**src/rtl/pic_cmd_pkg.sv**
```systemverilog
package pic_cmd_pkg;

  typedef enum logic [2:0] {
    SEQ_IDLE,
    SEQ_BASE,
    SEQ_CASC,
    SEQ_MODE,
    SEQ_RDY
  } seqState_t;

  typedef struct packed {
    logic ldStart;
    logic ldBase;
    logic ldCasc;
    logic ldMode;
    logic ldMask;
    logic ldEoi;
    logic ldStat;
    logic rdAcc;
  } cmdStb_t;

endpackage

```
**src/rtl/pic_seq_ctrl.sv**
```systemverilog
module pic_seq_ctrl
  import pic_cmd_pkg::*;
#(
  parameter int NUM_LINES = 8
) (
  input  logic                 clk,
  input  logic                 rstN,
  input  logic                 chipSel,
  input  logic                 wrStb,
  input  logic                 rdStb,
  input  logic                 addrSel,
  input  logic [NUM_LINES-1:0] wrData,
  output cmdStb_t              stb,
  output logic                 ready
);

  seqState_t state, nextState;
  logic      needCasc, needMode;
  logic      wrAcc, isStart;

  assign wrAcc   = chipSel & wrStb;
  assign isStart = wrAcc & ~addrSel & wrData[4];
  assign ready   = (state == SEQ_RDY);

  always_comb begin
    stb       = '0;
    nextState = state;
    stb.rdAcc = chipSel & rdStb;
    if (isStart) begin
      stb.ldStart = 1'b1;
      nextState   = SEQ_BASE;
    end else if (wrAcc) begin
      unique case (state)
        SEQ_BASE: if (addrSel) begin
          stb.ldBase = 1'b1;
          nextState  = needCasc ? SEQ_CASC : (needMode ? SEQ_MODE : SEQ_RDY);
        end
        SEQ_CASC: if (addrSel) begin
          stb.ldCasc = 1'b1;
          nextState  = needMode ? SEQ_MODE : SEQ_RDY;
        end
        SEQ_MODE: if (addrSel) begin
          stb.ldMode = 1'b1;
          nextState  = SEQ_RDY;
        end
        SEQ_RDY: begin
          if (addrSel)        stb.ldMask = 1'b1;
          else if (!wrData[3]) stb.ldEoi = 1'b1;
          else                stb.ldStat = 1'b1;
        end
        default: ;
      endcase
    end
  end

  always_ff @(posedge clk or negedge rstN) begin
    if (!rstN) begin
      state    <= SEQ_IDLE;
      needCasc <= 1'b0;
      needMode <= 1'b0;
    end else begin
      state <= nextState;
      if (isStart) begin
        needCasc <= ~wrData[1];
        needMode <= wrData[0];
      end
    end
  end

  AST_START_RESTARTS: assert property (@(posedge clk) disable iff (!rstN)
    isStart |=> (state == SEQ_BASE) && !ready);
  AST_CASC_EXPECTED: assert property (@(posedge clk) disable iff (!rstN)
    (state == SEQ_BASE && wrAcc && addrSel && !isStart && needCasc) |=> (state == SEQ_CASC));
  AST_MODE_COMPLETES: assert property (@(posedge clk) disable iff (!rstN)
    (state == SEQ_MODE && wrAcc && addrSel && !isStart) |=> ready);

endmodule

```
**src/rtl/pic_cfg_dp.sv**
```systemverilog
module pic_cfg_dp
  import pic_cmd_pkg::*;
#(
  parameter int NUM_LINES = 8,
  localparam int LVL_W = $clog2(NUM_LINES)
) (
  input  logic                 clk,
  input  logic                 rstN,
  input  cmdStb_t              stb,
  input  logic                 addrSel,
  input  logic [NUM_LINES-1:0] wrData,
  input  logic [NUM_LINES-1:0] irrIn,
  input  logic [NUM_LINES-1:0] isrIn,
  input  logic                 pollPending,
  input  logic [LVL_W-1:0]     pollLevel,
  output logic [NUM_LINES-1:0] rdData,
  output logic                 cfgSingle,
  output logic                 cfgInterval4,
  output logic                 cfgLevelTrig,
  output logic [2:0]           cfgVecHigh,
  output logic [NUM_LINES-1:0] cfgVecBase,
  output logic [NUM_LINES-1:0] cfgCascade,
  output logic                 cfgCpuMode,
  output logic                 cfgAutoEoi,
  output logic                 cfgMaster,
  output logic                 cfgBuffered,
  output logic                 cfgNestedSpecial,
  output logic [NUM_LINES-1:0] maskReg,
  output logic                 specialMask,
  output logic                 initStb,
  output logic                 eoiValid,
  output logic                 eoiRotate,
  output logic                 eoiSelect,
  output logic                 eoiEnd,
  output logic [LVL_W-1:0]     eoiLevel,
  output logic                 pollCommit,
  output logic [LVL_W-1:0]     pollCommitLevel
);

  localparam logic [NUM_LINES-1:0] CASC_DEFAULT = NUM_LINES'(7);

  logic readIsr;
  logic pollArmed;

  always_ff @(posedge clk or negedge rstN) begin
    if (!rstN) begin
      cfgSingle        <= 1'b0;
      cfgInterval4     <= 1'b0;
      cfgLevelTrig     <= 1'b0;
      cfgVecHigh       <= '0;
      cfgVecBase       <= '0;
      cfgCascade       <= CASC_DEFAULT;
      cfgCpuMode       <= 1'b0;
      cfgAutoEoi       <= 1'b0;
      cfgMaster        <= 1'b0;
      cfgBuffered      <= 1'b0;
      cfgNestedSpecial <= 1'b0;
      maskReg          <= '0;
      specialMask      <= 1'b0;
      readIsr          <= 1'b0;
      pollArmed        <= 1'b0;
      initStb          <= 1'b0;
      eoiValid         <= 1'b0;
      eoiRotate        <= 1'b0;
      eoiSelect        <= 1'b0;
      eoiEnd           <= 1'b0;
      eoiLevel         <= '0;
      pollCommit       <= 1'b0;
      pollCommitLevel  <= '0;
    end else begin
      initStb    <= stb.ldStart;
      eoiValid   <= stb.ldEoi;
      pollCommit <= 1'b0;

      if (stb.rdAcc && pollArmed) begin
        pollArmed       <= 1'b0;
        pollCommit      <= pollPending;
        pollCommitLevel <= pollLevel;
      end

      if (stb.ldStart) begin
        cfgSingle    <= wrData[1];
        cfgInterval4 <= wrData[2];
        cfgLevelTrig <= wrData[3];
        cfgVecHigh   <= wrData[7:5];
        cfgCascade   <= CASC_DEFAULT;
        maskReg      <= '0;
        specialMask  <= 1'b0;
        readIsr      <= 1'b0;
        pollArmed    <= 1'b0;
        if (!wrData[0]) begin
          cfgCpuMode       <= 1'b0;
          cfgAutoEoi       <= 1'b0;
          cfgMaster        <= 1'b0;
          cfgBuffered      <= 1'b0;
          cfgNestedSpecial <= 1'b0;
        end
      end

      if (stb.ldBase) cfgVecBase <= wrData;
      if (stb.ldCasc) cfgCascade <= wrData;
      if (stb.ldMode) begin
        cfgCpuMode       <= wrData[0];
        cfgAutoEoi       <= wrData[1];
        cfgMaster        <= wrData[2];
        cfgBuffered      <= wrData[3];
        cfgNestedSpecial <= wrData[4];
      end
      if (stb.ldMask) maskReg <= wrData;
      if (stb.ldEoi) begin
        eoiRotate <= wrData[7];
        eoiSelect <= wrData[6];
        eoiEnd    <= wrData[5];
        eoiLevel  <= wrData[LVL_W-1:0];
      end
      if (stb.ldStat) begin
        if (wrData[1]) readIsr <= wrData[0];
        if (wrData[2]) pollArmed <= 1'b1;
        if (wrData[6]) specialMask <= wrData[5];
      end
    end
  end

  always_comb begin
    rdData = '0;
    if (stb.rdAcc) begin
      if (pollArmed) begin
        rdData[NUM_LINES-1] = pollPending;
        rdData[LVL_W-1:0]   = pollLevel;
      end else if (addrSel) begin
        rdData = maskReg;
      end else begin
        rdData = readIsr ? isrIn : irrIn;
      end
    end
  end

  AST_START_CLEARS: assert property (@(posedge clk) disable iff (!rstN)
    stb.ldStart |=> (maskReg == '0) && (cfgCascade == CASC_DEFAULT) && !specialMask && initStb);
  AST_MASK_LOAD: assert property (@(posedge clk) disable iff (!rstN)
    stb.ldMask |=> (maskReg == $past(wrData)));
  AST_EOI_PULSE: assert property (@(posedge clk) disable iff (!rstN)
    stb.ldEoi |=> eoiValid && (eoiLevel == $past(wrData[LVL_W-1:0])));
  AST_POLL_SINGLE: assert property (@(posedge clk) disable iff (!rstN)
    (stb.rdAcc && pollArmed && !stb.ldStat) |=> !pollArmed);

endmodule

```
**src/rtl/pic_cmd_front.sv**
```systemverilog
module pic_cmd_front
  import pic_cmd_pkg::*;
#(
  parameter int NUM_LINES = 8,
  localparam int LVL_W = $clog2(NUM_LINES)
) (
  input  logic                 clk,
  input  logic                 rstN,
  input  logic                 chipSel,
  input  logic                 wrStb,
  input  logic                 rdStb,
  input  logic                 addrSel,
  input  logic [NUM_LINES-1:0] wrData,
  output logic [NUM_LINES-1:0] rdData,
  input  logic [NUM_LINES-1:0] irrIn,
  input  logic [NUM_LINES-1:0] isrIn,
  input  logic                 pollPending,
  input  logic [LVL_W-1:0]     pollLevel,
  output logic                 cfgReady,
  output logic                 cfgSingle,
  output logic                 cfgInterval4,
  output logic                 cfgLevelTrig,
  output logic [2:0]           cfgVecHigh,
  output logic [NUM_LINES-1:0] cfgVecBase,
  output logic [NUM_LINES-1:0] cfgCascade,
  output logic                 cfgCpuMode,
  output logic                 cfgAutoEoi,
  output logic                 cfgMaster,
  output logic                 cfgBuffered,
  output logic                 cfgNestedSpecial,
  output logic [NUM_LINES-1:0] maskReg,
  output logic                 specialMask,
  output logic                 initStb,
  output logic                 eoiValid,
  output logic                 eoiRotate,
  output logic                 eoiSelect,
  output logic                 eoiEnd,
  output logic [LVL_W-1:0]     eoiLevel,
  output logic                 pollCommit,
  output logic [LVL_W-1:0]     pollCommitLevel
);

  cmdStb_t stb;

  pic_seq_ctrl #(.NUM_LINES(NUM_LINES)) uCtrl (
    .clk     (clk),
    .rstN    (rstN),
    .chipSel (chipSel),
    .wrStb   (wrStb),
    .rdStb   (rdStb),
    .addrSel (addrSel),
    .wrData  (wrData),
    .stb     (stb),
    .ready   (cfgReady)
  );

  pic_cfg_dp #(.NUM_LINES(NUM_LINES)) uDp (
    .clk              (clk),
    .rstN             (rstN),
    .stb              (stb),
    .addrSel          (addrSel),
    .wrData           (wrData),
    .irrIn            (irrIn),
    .isrIn            (isrIn),
    .pollPending      (pollPending),
    .pollLevel        (pollLevel),
    .rdData           (rdData),
    .cfgSingle        (cfgSingle),
    .cfgInterval4     (cfgInterval4),
    .cfgLevelTrig     (cfgLevelTrig),
    .cfgVecHigh       (cfgVecHigh),
    .cfgVecBase       (cfgVecBase),
    .cfgCascade       (cfgCascade),
    .cfgCpuMode       (cfgCpuMode),
    .cfgAutoEoi       (cfgAutoEoi),
    .cfgMaster        (cfgMaster),
    .cfgBuffered      (cfgBuffered),
    .cfgNestedSpecial (cfgNestedSpecial),
    .maskReg          (maskReg),
    .specialMask      (specialMask),
    .initStb          (initStb),
    .eoiValid         (eoiValid),
    .eoiRotate        (eoiRotate),
    .eoiSelect        (eoiSelect),
    .eoiEnd           (eoiEnd),
    .eoiLevel         (eoiLevel),
    .pollCommit       (pollCommit),
    .pollCommitLevel  (pollCommitLevel)
  );

endmodule

```
**config.mk**
```make
export PLATFORM = sky130hd
export DESIGN_NAME = pic_cmd_front
export DESIGN_NICKNAME = d
export VERILOG_FILES = /design/src/rtl/pic_cmd_pkg.sv /design/src/rtl/pic_seq_ctrl.sv /design/src/rtl/pic_cfg_dp.sv /design/src/rtl/pic_cmd_front.sv
export SDC_FILE = /design/constraint.sdc
export NUM_CORES = 1
export LEC_CHECK = 0
export CAP_MARGIN = 30
export CORE_MARGIN = 10
export CORE_UTILIZATION = 50
export CTS_BUF_LIST = sky130_fd_sc_hd__clkbuf_8
export DETAILED_ROUTE_END_ITERATION = 8
export HOLD_SLACK_MARGIN = 0.05
export PLACE_DENSITY = 0.93
export SLEW_MARGIN = 0
export SYNTH_ARGS = -nofsm -noshare
export SYNTH_HDL_FRONTEND = slang
export SYNTH_SLANG_ARGS = --single-unit
```
**constraint.sdc**
```tcl
create_clock -name clk -period 2.4 [get_ports clk]
set_input_delay 0.24 -clock clk [delete_from_list [all_inputs] [get_ports clk]]
set_output_delay 0.24 -clock clk [all_outputs]
set_load 0.01 [all_outputs]
```
==> summary.txt, run 1 <==
vias in the first global route - 2222
reg2reg end - uDp.cfgVecBase[0]
starting density of the core - 52.8%
crit start category - flip-flop
site row count - 25
Power Density - 822 nW/um2
placed insts - 375
CP Max Fanout - 9
# fillers - 347
first-pass GRT wire length - 11.8 mm
routed vias/inst - 5.37
fmax - 464 MHz
VDD IR max - 562 uV
Post-CTS Setup Bufs - 0
Yosys Warn Count - 0
Slew @ Worst Pin - 0.497 ns
die height - 91.3 um
Antenna Nets Post-Route - 0
drt first pass iters - 4
# setup viols final - 0
wire per inst - 18.9 um
clk slew on worst S/H paths - 0.09 ns
Diodes inserted - 0
CORE AREA - 4820 um2
maximum number of pins on one net before global-route repair - 30
initial DRC count - 111
Yosys reg bits - 55
RePlAce Congestion - 0.839
worst r2r src - uCtrl.state[0]
adder-cell share of the synthesized area - 0%
htree depth - 2
asr flop ratio synth - 100%
Seq/Total Area, Yosys - 54.2%
unrepaired setup endpoints after global routing - no
die area - 8340 um2
Crit. End Element - output port
outcome - finished, final reports clean
all-layer global routing usage - 17.3%
CTS buffer count - 5
CTS tree - yes
# IOs - 91
Synth Area in XOR/XNOR - 0%
Final #Nets - 350
Clk Latency, worst-skew pair - 0.32 ns
compound-gate portion of the synthesized area - 7.37%
MaxCap Viol Count - 0
syn_nets - 254
Layout Cells excl Fill - 384
power consumption - 2.98 mW
Hold/Removal Path Class - primary input to async pin
slowest CP cell - clkdlybuf4s50_1
layout cell share with drive strength beyond 1 - 12.6%
Routed Wire Length - 7.25 mm
I/O Buffers - 90
Residual DRC - 0
r2r worst-path depth - 3
synth unique cells - 42
EDFF count, synth - 0
Final TNS setup - 0 ns
clock skew - 0.00649 ns
Area Growth Syn to Fin - 42.6%
Min Clock Period, post-route - 2.15 ns
grt total ovfl - 0
worst-path cell chain - mux2_2 > mux2i_1 > o21ai_0 > clkdlybuf4s50_1
Final Max Tran Viols - 0
clk buf depth - 2
Root Driver - clkbuf_8
mux share of post-synthesis cell area - 20.0%
simple-gate share of the synthesized area - 14.1%
mapped cell area - 2540 um2
arrival time worst endpoint - 1.91 ns
class of the most critical setup path - flip-flop to output port
dpl ws - 0.293 ns
vias after detailed routing - 2062
Clock Sinks - 55
Fin. Hold Viols - 0
initial antenna violation count - 0
syn_area_per_cell - 11.6 um2
cell count after synthesis - 220
DP HPWL - 5.62 mm
Horiz. Die Dim - 91.3 um
post-route setup slack - 0.245 ns
max incr delay on CP - 0.50 ns
reg2reg setup slack - 0.66 ns
largest family of logic cells by synthesized area - multiplexers
final worst-path cycle share - 89.8%
P_leak - 1.74 nW
critical path required time - 2.16 ns
relative slew slack - 66.9%
Primary FF master, synth - dfrtp_1
==> cells by family after synthesis <==
group | Yosys count
AOI/OAI and AO/OA | 28
buffers and inverters | 23
DFF | 55
muxes | 48
and+or+nand+nor | 66
==> worst max-delay path by stage <==
stage | start | endpoint | slack (ns) | cells after the start
detailed placement | rdStb | rdData[2] | 0.29 | 4
global placement | chipSel | uDp.cfgVecBase[3] | 0.35 | 5
CTS | uDp.readIsr | rdData[2] | 0.11 | 4
floorplan | uCtrl.state[1] | uDp.eoiEnd | 0.86 | 4
finish | uDp.readIsr | rdData[2] | 0.25 | 4
global route | uDp.pollArmed | rdData[0] | 0.09 | 3
==> power by group <==
part	total (mW)	switching (mW)	internal [mW]
Combinational	1.08	0.437	0.648
Clock	0.535	0.302	0.233
Sequential	1.36	0.192	1.17
==> repair_timing <==
action	CTS	global route
endpoints found under the setup margin	0	1
resized for setup	0	1
hold endpoints to repair	21	0
hold buffers	1	0
==> metrics by stage <==
stage                     hold slack, ns  cell area (um2)  utilization (%)
after floorplan                  -0.0556             2540                -
after global placement             0.225             3520             73.1
after detailed placement           0.228             3520             73.1
after CTS                          0.417             3630             75.3
after global routing               0.433             3630             75.4
final                              0.415             3630             75.4
==> synth_stat cells (2+ instances only) <==
| cell | number | area (um2) |
|---|---|---|
| inv_1 | 13 | 48.8 |
| buf_2 | 4 | 20.0 |
| o21ai_0 | 12 | 60.1 |
| mux2i_1 | 26 | 260 |
| nor2_1 | 7 | 26.3 |
| a22o_1 | 4 | 35.0 |
| and3_1 | 3 | 18.8 |
| buf_6 | 2 | 22.5 |
| nand4_1 | 2 | 12.5 |
| and2_1 | 3 | 18.8 |
| mux2_2 | 16 | 180 |
| nand3b_1 | 2 | 15.0 |
| and3b_1 | 2 | 17.5 |
| clkbuf_1 | 3 | 11.3 |
| nand2_1 | 34 | 128 |
| dfrtp_1 | 52 | 1300 |
| nand2b_1 | 2 | 12.5 |
| nand3_1 | 2 | 10.0 |
| mux2_1 | 6 | 67.6 |
| dfstp_2 | 3 | 78.8 |
==> metal layers <==
layer / part of all wire [%] / vias up / routed length [um] / track usage, %
met5: 0 / - / 0 / 0
met4: 0.80 / 0 / 58 / 3.52
met3: 12 / 5 / 900 / 9.63
met2: 45 / 100 / 3230 / 27.6
met1: 42 / 1000 / 3060 / 20.2
li1: - / 957 / - / -
==> placed cells by master, fill, tap and decap left out, types with 2 or more instances in the layout <==
cell and count:
a22o_1 4, and2_1 3, and3_1 3, and3b_1 2, buf_4 8, clkbuf_8 6, clkdlybuf4s50_1 89, dfrtp_1 51
dfstp_2 3, inv_1 14, mux2_1 6, mux2_2 16, mux2i_1 26, nand2_1 34, nand2b_1 2, nand3_1 2
nand3b_1 2, nand4_1 2, nor2_1 7, o21ai_0 12
==> flip-flops by register name, summed over array words and instances (netlist names), 3 cells and up <==
name                 flops
uDp.cfgCascade           8
uCtrl.state              3
uDp.cfgVecBase           8
uDp.pollCommitLevel      3
uDp.cfgVecHigh           3
uDp.eoiLevel             3
uDp.maskReg              8
==> critical path, delay by kind of cell (launching register included) <==
kind	cells	cell delay, ns
AO/OA/AOI/OAI	1	0.11
buffers and inverters	1	0.50
flip-flops	1	0.49
multiplexers	2	0.49
==> layout make-up <==
type                            count  area [um2]  area share [%]
Timing Repair Buffer               99         966            26.6
Sequential cell                    55        1380            38.1
Clock buffer                        6        82.6            2.28
Inverter                           13        48.8            1.34
Clock inverter                      2        12.5           0.345
Tap cell                           67        83.8            2.31
Multi-Input combinational cell    142        1050            29.1
No activity file was read; power rests on OpenSTA's default activity.
==> inputs of run 2 (changes only) <==
==> constraint.sdc (replaced) <==
create_clock -name clk -period 2.4 [get_ports clk]
set_input_delay 0.48 -clock clk [delete_from_list [all_inputs] [get_ports clk]]
set_output_delay 0.48 -clock clk [all_outputs]
set_load 0.01 [all_outputs]
==> summary.txt, run 2 (synthesis gave the netlist of run 1 again) <==
outcome - finished, final reports clean
clock skew - 0.00824 ns (+0.00175 ns)
Root Driver - clkbuf_8
leading cell type in the layout, fill and taps excluded - clkdlybuf4s50_1
crit start category - flip-flop
class of the most critical setup path - flip-flop to output port
clk slew on worst S/H paths - 0.10 ns (about the same)
starting density of the core - 52.8% (unchanged)
wire per inst - 19.0 um (+0.57%)
Horiz. Die Dim - 91.3 um (unchanged)
site row count - 25 (unchanged)
routed vias/inst - 5.34 (-0.55%)
DP HPWL - 5.87 mm (+4.5%)
highest routed layer - met4
MaxCap Viol Count - 0 (unchanged)
most frequent cells in the layout - clkdlybuf4s50_1, dfrtp_1, nand2_1
VDD IR max - 581 uV (+3.3%)
Final TNS setup - 0 ns (unchanged)
relative slew slack - 67.8% (+0.90 points)
layout cell share with drive strength beyond 1 - 14.5% (+1.9 points)
# setup viols final - 0 (unchanged)
htree depth - 2 (unchanged)
die area - 8340 um2 (unchanged)
Slew @ Worst Pin - 0.483 ns (-0.0135 ns)
Hold Buf Count CTS - 0 (-1)
Routed Wire Length - 7.42 mm (+2.4%)
wire length on met3 - 760 um (-16%)
die height - 91.3 um (unchanged)
I/O Buffers - 90 (unchanged)
# fillers - 343 (-1.2%)
arrival time worst endpoint - 1.81 ns (-0.10 ns)
Post-Route M1 WL - 3.15 mm (+3.0%)
Area Growth Syn to Fin - 44.4%
maximum number of pins on one net before global-route repair - 30 (unchanged)
Min Clock Period, post-route - 2.29 ns (+0.132 ns)
Clk Latency, worst-skew pair - 0.31 ns (about the same)
Clock Sinks - 55 (unchanged)
initial antenna violation count - 0 (unchanged)
CTS buffer count - 5 (unchanged)
Final #Nets - 357 (+2.0%)
CTS tree - yes
CORE AREA - 4820 um2 (unchanged)
final worst-path cycle share - 95.3% (+5.5 points)
drt first pass iters - 4 (unchanged)
RePlAce Congestion - 0.818 (-2.5%)
vias after detailed routing - 2088 (+1.3%)
unrepaired setup endpoints after global routing - no
clk buf depth - 2 (unchanged)
all-layer global routing usage - 17.5% (+0.18 points)
P_leak - 1.82 nW (+4.2%)
WL met2 - 3.44 mm (+6.4%)
Hold/Removal Path Class - primary input to async pin
initial DRC count - 111 (unchanged)
grt total ovfl - 0 (unchanged)
Power Density - 805 nW/um2 (-2.1%)
Final Max Tran Viols - 0 (unchanged)
Crit. End Element - output port
critical path required time - 1.92 ns (-0.24 ns)
CP Max Fanout - 9 (unchanged)
# IOs - 91 (unchanged)
Fin. Hold Viols - 0 (unchanged)
power consumption - 2.96 mW (-0.86%)
Diodes inserted - 0 (unchanged)
Residual DRC - 0 (unchanged)
fmax - 437 MHz (-5.8%)
first-pass GRT wire length - 11.9 mm (+0.76%)
Antenna Nets Post-Route - 0 (unchanged)
Regs by FF count - uDp.cfgCascade: 8 flops, uDp.cfgVecBase: 8 flops, uDp.maskReg: 8 flops
vias in the first global route - 2291 (+3.1%)
run 2: cell types whose count changed in the layout (fill, tap and decap cells not counted):
cell	previous run	this run
buf_12	0	1
buf_4	8	15
clkbuf_8	6	5
clkdlybuf4s50_1	89	81
clkinv_4	1	2
dfrtp_1	51	52
dfrtp_2	1	0
dlygate4sd2_1	0	8
dlygate4sd3_1	1	0
run 2: what timing repair did:
action,in CTS,in global routing
setup buffers,1,0
gates resized for setup,8,0
setup endpoints to repair,8,0
run 2: worst max-delay path, stage by stage (launching register included):
cell and delay, ns:
dfrtp_1 0.59, mux2_2 0.39, mux2i_1 0.13, o21ai_0 0.09, dlygate4sd2_1 0.29
run 2: area by class of cell:
| type | count | area [um2] | share of cell area (%) |
|---|---|---|---|
| repair buffers | 106 | 1020 | 27.7 |
| flip-flops and latches | 55 | 1380 | 37.5 |
| clock buffers | 5 | 68.8 | 1.87 |
| inverters | 13 | 48.8 | 1.33 |
| clock inverters | 3 | 21.3 | 0.579 |
| well taps | 67 | 83.8 | 2.28 |
| multi-input cells | 142 | 1050 | 28.7 |
run 2: report_power, final:
part / internal [mW] / leakage (nW) / switching [mW]
combinational: 0.650 / 1.05 / 0.441
clock: 0.206 / 0.0495 / 0.301
sequential: 1.17 / 0.719 / 0.188
total: 2.03 / 1.82 / 0.930
run 2: through the flow:
stage,cells,setup slack [ns],instance area (um2),hold WS (ns),util (%)
finish,391,0.113,3680,0.0829,76.3
global route,391,0.00845,3680,0.101,76.3
CTS,391,0.0847,3680,0.0870,76.3
detailed placement,382,-0.236,3590,0.433,74.5
global placement,382,-0.165,3590,0.425,74.5
floorplan,220,0.719,2540,0.184,-
run 2: worst paths after layout:
check / start / end / slack [ns] / cells past startpoint
min: rstN / uDp.cfgCascade[6] / 0.08 / 1
max in group asynchronous: rstN / uDp.eoiLevel[2] / 1.70 / 2
min in group clk: uDp.cfgVecHigh[1] / uDp.cfgVecHigh[1] / 0.49 / 2
max reg2reg: uCtrl.state[0] / uDp.cfgVecBase[6] / 0.70 / 4
min reg2reg: uDp.cfgVecHigh[1] / uDp.cfgVecHigh[1] / 0.49 / 2
max: uDp.readIsr / rdData[0] / 0.11 / 4
run 2: per-layer routing:
metal,global-route usage [%],vias to the layer above
met4,3.66,0
li1,-,969
met2,28.7,95
met1,20.2,1014
met5,0,-
met3,8.72,10
